<file path="src/rtl/spi_byte_writer.sv">
module spi_byte_writer #(
  parameter int DIV = 4,
  parameter int unsigned TIMEOUT_CYC = 32'd2_500_000_000,
  parameter int ADDR_W = 16,
  parameter int DATA_W = 8
) (
  input  logic              clk,
  input  logic              rst_n,
  input  logic              start,
  input  logic [ADDR_W-1:0] addr,
  input  logic [DATA_W-1:0] data,
  output logic              busy,
  output logic              done,
  output logic              timeout,
  output logic              spi_sck,
  output logic              spi_cs_n,
  output logic              spi_mosi,
  input  logic              spi_miso
);
  localparam int CMD_W   = 8;
  localparam int FRAME_W = CMD_W + ADDR_W + DATA_W;
  localparam int BC_W    = $clog2(FRAME_W);
  localparam int DW      = $clog2(DIV) + 1;
  localparam int TW      = $clog2(TIMEOUT_CYC + 1);
  localparam logic [CMD_W-1:0] OP_STAT = 8'h05;
  localparam logic [CMD_W-1:0] OP_WEN  = 8'h06;
  localparam logic [CMD_W-1:0] OP_WR   = 8'h02;

  typedef enum logic [2:0] {S_IDLE, S_SHIFT, S_CSUP, S_XHI, S_XLO} st_t;
  typedef enum logic [1:0] {F_POLL, F_WEN, F_WR} fr_t;

  st_t               st;
  fr_t               fr;
  logic [DW-1:0]     div_cnt;
  logic [TW-1:0]     tmo_cnt;
  logic [BC_W-1:0]   bit_cnt;
  logic [BC_W-1:0]   last_bit;
  logic [FRAME_W-1:0] tx;
  logic [ADDR_W-1:0] a_q;
  logic [DATA_W-1:0] d_q;
  logic              sck_q;
  logic              miso_q;
  logic              tick;

  assign busy     = (st != S_IDLE);
  assign spi_cs_n = (st != S_SHIFT);
  assign spi_mosi = tx[FRAME_W-1];
  assign spi_sck  = sck_q;
  assign tick     = busy && (div_cnt == DW'(DIV - 1));

  always_comb begin
    case (fr)
      F_POLL:  last_bit = BC_W'(2 * CMD_W - 1);
      F_WEN:   last_bit = BC_W'(CMD_W - 1);
      default: last_bit = BC_W'(FRAME_W - 1);
    endcase
  end

  always_ff @(posedge clk) begin
    if (!rst_n) begin
      st      <= S_IDLE;
      fr      <= F_POLL;
      div_cnt <= '0;
      tmo_cnt <= '0;
      bit_cnt <= '0;
      tx      <= '0;
      a_q     <= '0;
      d_q     <= '0;
      sck_q   <= 1'b0;
      miso_q  <= 1'b0;
      done    <= 1'b0;
      timeout <= 1'b0;
    end else begin
      done    <= 1'b0;
      timeout <= 1'b0;
      if (busy) begin
        div_cnt <= tick ? '0 : div_cnt + 1'b1;
        if (tmo_cnt != '1) tmo_cnt <= tmo_cnt + 1'b1;
      end
      case (st)
        S_IDLE: begin
          div_cnt <= '0;
          sck_q   <= 1'b0;
          if (start) begin
            a_q     <= addr;
            d_q     <= data;
            tmo_cnt <= '0;
            fr      <= F_POLL;
            tx      <= {OP_STAT, {(FRAME_W-CMD_W){1'b0}}};
            bit_cnt <= '0;
            st      <= S_SHIFT;
          end
        end
        S_SHIFT: if (tick) begin
          if (!sck_q) begin
            miso_q <= spi_miso;
            sck_q  <= 1'b1;
          end else begin
            sck_q   <= 1'b0;
            tx      <= tx << 1;
            bit_cnt <= bit_cnt + 1'b1;
            if (bit_cnt == last_bit) st <= S_CSUP;
          end
        end
        S_CSUP: if (tick) begin
          case (fr)
            F_POLL: begin
              bit_cnt <= '0;
              if (!miso_q) begin
                fr <= F_WEN;
                tx <= {OP_WEN, {(FRAME_W-CMD_W){1'b0}}};
                st <= S_SHIFT;
              end else if (tmo_cnt >= TW'(TIMEOUT_CYC)) begin
                timeout <= 1'b1;
                st      <= S_IDLE;
              end else begin
                tx <= {OP_STAT, {(FRAME_W-CMD_W){1'b0}}};
                st <= S_SHIFT;
              end
            end
            F_WEN: begin
              sck_q <= 1'b1;
              st    <= S_XHI;
            end
            default: begin
              done <= 1'b1;
              st   <= S_IDLE;
            end
          endcase
        end
        S_XHI: if (tick) begin
          sck_q <= 1'b0;
          st    <= S_XLO;
        end
        S_XLO: if (tick) begin
          fr      <= F_WR;
          tx      <= {OP_WR, a_q, d_q};
          bit_cnt <= '0;
          st      <= S_SHIFT;
        end
        default: st <= S_IDLE;
      endcase
    end
  end
endmodule

</file>
<file path="config.mk">
export PLATFORM = sky130hd
export DESIGN_NAME = spi_byte_writer
export DESIGN_NICKNAME = d
export VERILOG_FILES = /design/src/rtl/spi_byte_writer.sv
export SDC_FILE = /design/constraint.sdc
export NUM_CORES = 1
export LEC_CHECK = 0
export BUFFER_PORTS_ARGS = -buffer_cell sky130_fd_sc_hd__buf_2
export CAP_MARGIN = 25
export CORE_UTILIZATION = 40
export DETAILED_ROUTE_END_ITERATION = 10
export PLACE_DENSITY_LB_ADDON = 0.15
export SKIP_CTS_REPAIR_TIMING = 1
export SLEW_MARGIN = 20
export SYNTH_ARGS = -nofsm -noshare
export SYNTH_HDL_FRONTEND = slang
export SYNTH_SLANG_ARGS = --single-unit
</file>
<file path="constraint.sdc">
create_clock -name clk -period 2.9 [get_ports clk]
set_input_delay 0.58 -clock clk [delete_from_list [all_inputs] [get_ports clk]]
set_output_delay 0.58 -clock clk [all_outputs]
set_load 0.005 [all_outputs]
</file>
==> reports/qor.csv <==
stage,metric,value,unit
status,result of the run,"complete, no violations",
final_layout,core occupancy in the finished layout,46.4,%
synth,number of library cell types mapped by synthesis,57,
die,num ports,34,
synth,gate count of the mapped netlist,613,
cts,CTS sink count,105,
critical_path,cell-by-cell trace of the critical path,nand4_2 -> or4_1 -> o311ai_4 -> o21ai_1 -> a21oi_1,
routing,Pre-antenna DRT Iters,5,
grt,residual overflow from global routing,0,
synth,synthesis-stage register bit count,105,
timing,Tmin final,2.53,ns
final_layout,share of layout cells above drive strength 1,12.3,%
timing,final setup fails,0,
final_layout,NumNets Final,663,
timing,setup skew after layout,0.00469,ns
cts,H-Tree Level Count,3,
power_and_ir_drop,total power after layout,3.11,mW
critical_path,origin of the worst setup path,tmo_cnt[16]$_SDFF_PN0_,
critical_path,CP Data Required Time,3.18,ns
synth,proportion of synthesized chip area in sequential cells,41.7,%
power_and_ir_drop,leakage power,1.98,nW
power_and_ir_drop,maximum ir drop on the vdd rail,0.372,mV
die,core area,12200,um2
critical_path,buffering stage count on the worst path with inverters included,0,
critical_path,classification of the worst setup path,flip-flop to flip-flop,
routing,via count normalized by instance count,5.52,
timing,slew at the pin closest to its max-slew limit,0.760,ns
synth,count of synthesis-stage warnings from yosys,0,
timing,Max Clk Rate,395,MHz
final_layout,fill cell count,1233,
hold_path,Hold Crit Start,div_cnt[0]$_SDFFE_PP0N_,
hold_path,worst-case hold path end point,div_cnt[0]$_SDFFE_PP0N_,
grt,via count of the first global-routing pass,3980,
hold_path,min-delay worst type,flip-flop to flip-flop,
routing,DRC violation count after routing,0,
timing,number of max-slew violations in the final report,0,
critical_path,"slowest stage delay, CP",0.69,ns
routing,post-DR wirelength/cell,14.5,um
timing,unrepaired setup endpoints after global routing,no,
critical_path,capturing point of the worst reg2reg path,tmo_cnt[22]$_SDFF_PN0_,
final_layout,flip-flop and latch area,2100,um2
cts,number of buffers inserted during clock tree synthesis,9,
critical_path,CP Launch Type,flip-flop,
timing,Tcrit/Tclk final,87.3,%
cts,CTS max path bufs,2,
cts,clock-pin slew reported for the worst setup and hold paths after clock tree synthesis,0.07,ns
timing,final worst hold slack,0.450,ns
cts,buffer cell driving the clock tree root,sky130_fd_sc_hd__clkbuf_16,
place,DPL Wire Length,7.68,mm
timing,final hold violation count,0,
synth,synthesized netlist net count,645,
synth,syn avg cell area,8.23,um2
critical_path,critical register-to-register path startpoint,tmo_cnt[16]$_SDFF_PN0_,
cts,clock tree from TritonCTS,done,
die,die area,13100,um2
final_layout,"commonest non-fill, non-tap cells in the layout","sky130_fd_sc_hd__nand2_1 (133), sky130_fd_sc_hd__dfxtp_1 (105), sky130_fd_sc_hd__a21oi_1 (58)",
final_layout,"most common cell after layout, fill and taps aside",sky130_fd_sc_hd__nand2_1,
critical_path,reg-to-reg setup timing slack,0.37,ns
synth,Most used DFF post-synth,sky130_fd_sc_hd__dfxtp_1,
cts,insertion delay of the later-clocked pin in the worst-skew pair,0.35,ns
critical_path,maximum fanout encountered on the critical timing path,19,
die,overall die height,114,um
grt,total global routing track utilization,18.6,%
synth,"EDFF count, synth",0,
die,initial core utilization,41.5,%
grt,wire length of the first global-routing pass,19.1,mm
final_layout,footprint of the multi-input gates,2740,um2
hold_path,instance count along the most critical hold path,1,
place,IO buf count,33,
final_layout,Syn-to-layout area delta,11.9,%
die,overall die width,114,um
routing,final WL,11.7,mm
timing,remaining max-slew budget at the tightest pin,49.2,%
critical_path,R2R depth,5,
synth,Synth Cell Area,5040,um2
job,max-cap violation count,0,
grt,antenna violations before repair,0,
critical_path,kind of cell adding the most delay to the critical path,compound AO/OA/AOI/OAI gates,
place,placer's final routability congestion estimate,0.854,
critical_path,critical-path cell with the highest stage delay,sky130_fd_sc_hd__or4_1,
synth,share of flip-flops with an asynchronous set or reset,0,%
final_layout,n_diodes,0,
die,placement row count,40,
grt,maximum number of pins on one net before global-route repair,65,
routing,Vias,4430,
routing,"antenna viol nets, final",0,
timing,total negative slack,0,ns
power_and_ir_drop,cell area power density,551,nW/um2
critical_path,data arrival time of the critical path,2.81,ns
routing,number of DRC markers in iteration 0,282,
critical_path,Critical Path End Type,flip-flop,
-- cells in the mapped netlist (12+ instances only) --
cell | n | area [um2]
sky130_fd_sc_hd__or4_1 | 12 | 90.1
sky130_fd_sc_hd__or3_1 | 22 | 138
sky130_fd_sc_hd__clkbuf_1 | 33 | 124
sky130_fd_sc_hd__a22o_1 | 23 | 201
sky130_fd_sc_hd__mux2i_1 | 35 | 350
sky130_fd_sc_hd__nand4_1 | 13 | 81.3
sky130_fd_sc_hd__nand3_1 | 26 | 130
sky130_fd_sc_hd__nor2_1 | 23 | 86.3
sky130_fd_sc_hd__dfxtp_1 | 105 | 2100
sky130_fd_sc_hd__nand2_1 | 133 | 499
sky130_fd_sc_hd__o21ai_0 | 22 | 110
sky130_fd_sc_hd__a21oi_1 | 58 | 290
-- registers in the layout, indices dropped and copies added (netlist names) --
name,cells
tmo_cnt,32
tx,32
timeout,1
miso_q,1
spi_sck,1
done,1
d_q,8
fr,2
bit_cnt,5
st,3
a_q,16
div_cnt,3
-- cells by family after synthesis --
group,Yosys count,share of synthesized area (%)
xor gates and xnor gates,3,0.521
buffers and inverters,49,4.29
AOI/OAI and AO/OA,144,18.8
DFF,105,41.7
muxes,36,7.17
adders and majority gates,4,0.993
and+or+nand+nor,272,26.6
-- metrics by stage --
step                cell area [um2]  setup WS, ns  cells
floorplan                      5040         0.790    613
global placement               5360         0.503    788
detailed placement             5360         0.415    788
CTS                            5640         0.388    803
global route                   5640         0.190    803
finish                         5640         0.368    803
-- power breakdown --
part	total [mW]	switching, mW	internal (mW)
Combinational	0.414	0.252	0.162
Clock	1.16	0.555	0.607
Sequential	1.53	0.0420	1.49
Total	3.11	0.849	2.26
-- final cells by class --
cell class	instances	share of cell area, %
inverters	10	0.665
well taps	168	3.73
flip-flops and latches	105	37.3
clock inverters	5	0.732
clock buffers	10	4.24
multi-input cells	459	48.5
repair buffers	46	4.88
-- worst max path at each step --
| stage | end | slack, ns | cells after the start |
|---|---|---|---|
| after floorplan | tx[26]$_SDFFE_PN0P_ | 0.79 | 6 |
| after global placement | tx[9]$_SDFFE_PN0P_ | 0.50 | 6 |
| final | tmo_cnt[22]$_SDFF_PN0_ | 0.37 | 5 |
| after global routing | tmo_cnt[22]$_SDFF_PN0_ | 0.19 | 5 |
| after CTS | tmo_cnt[22]$_SDFF_PN0_ | 0.39 | 5 |
| after detailed placement | tmo_cnt[22]$_SDFF_PN0_ | 0.42 | 5 |
-- routing by layer --
layer	vias up	GRT usage, %	wire, um	part of all wire [%]
met1	2084	22.9	5580	48
met4	0	7.10	200	1.7
met5	-	0	0	0
met2	83	30.7	5470	47
li1	2247	-	-	-
met3	16	5.08	430	3.7
(Power assumes the default switching activity.)
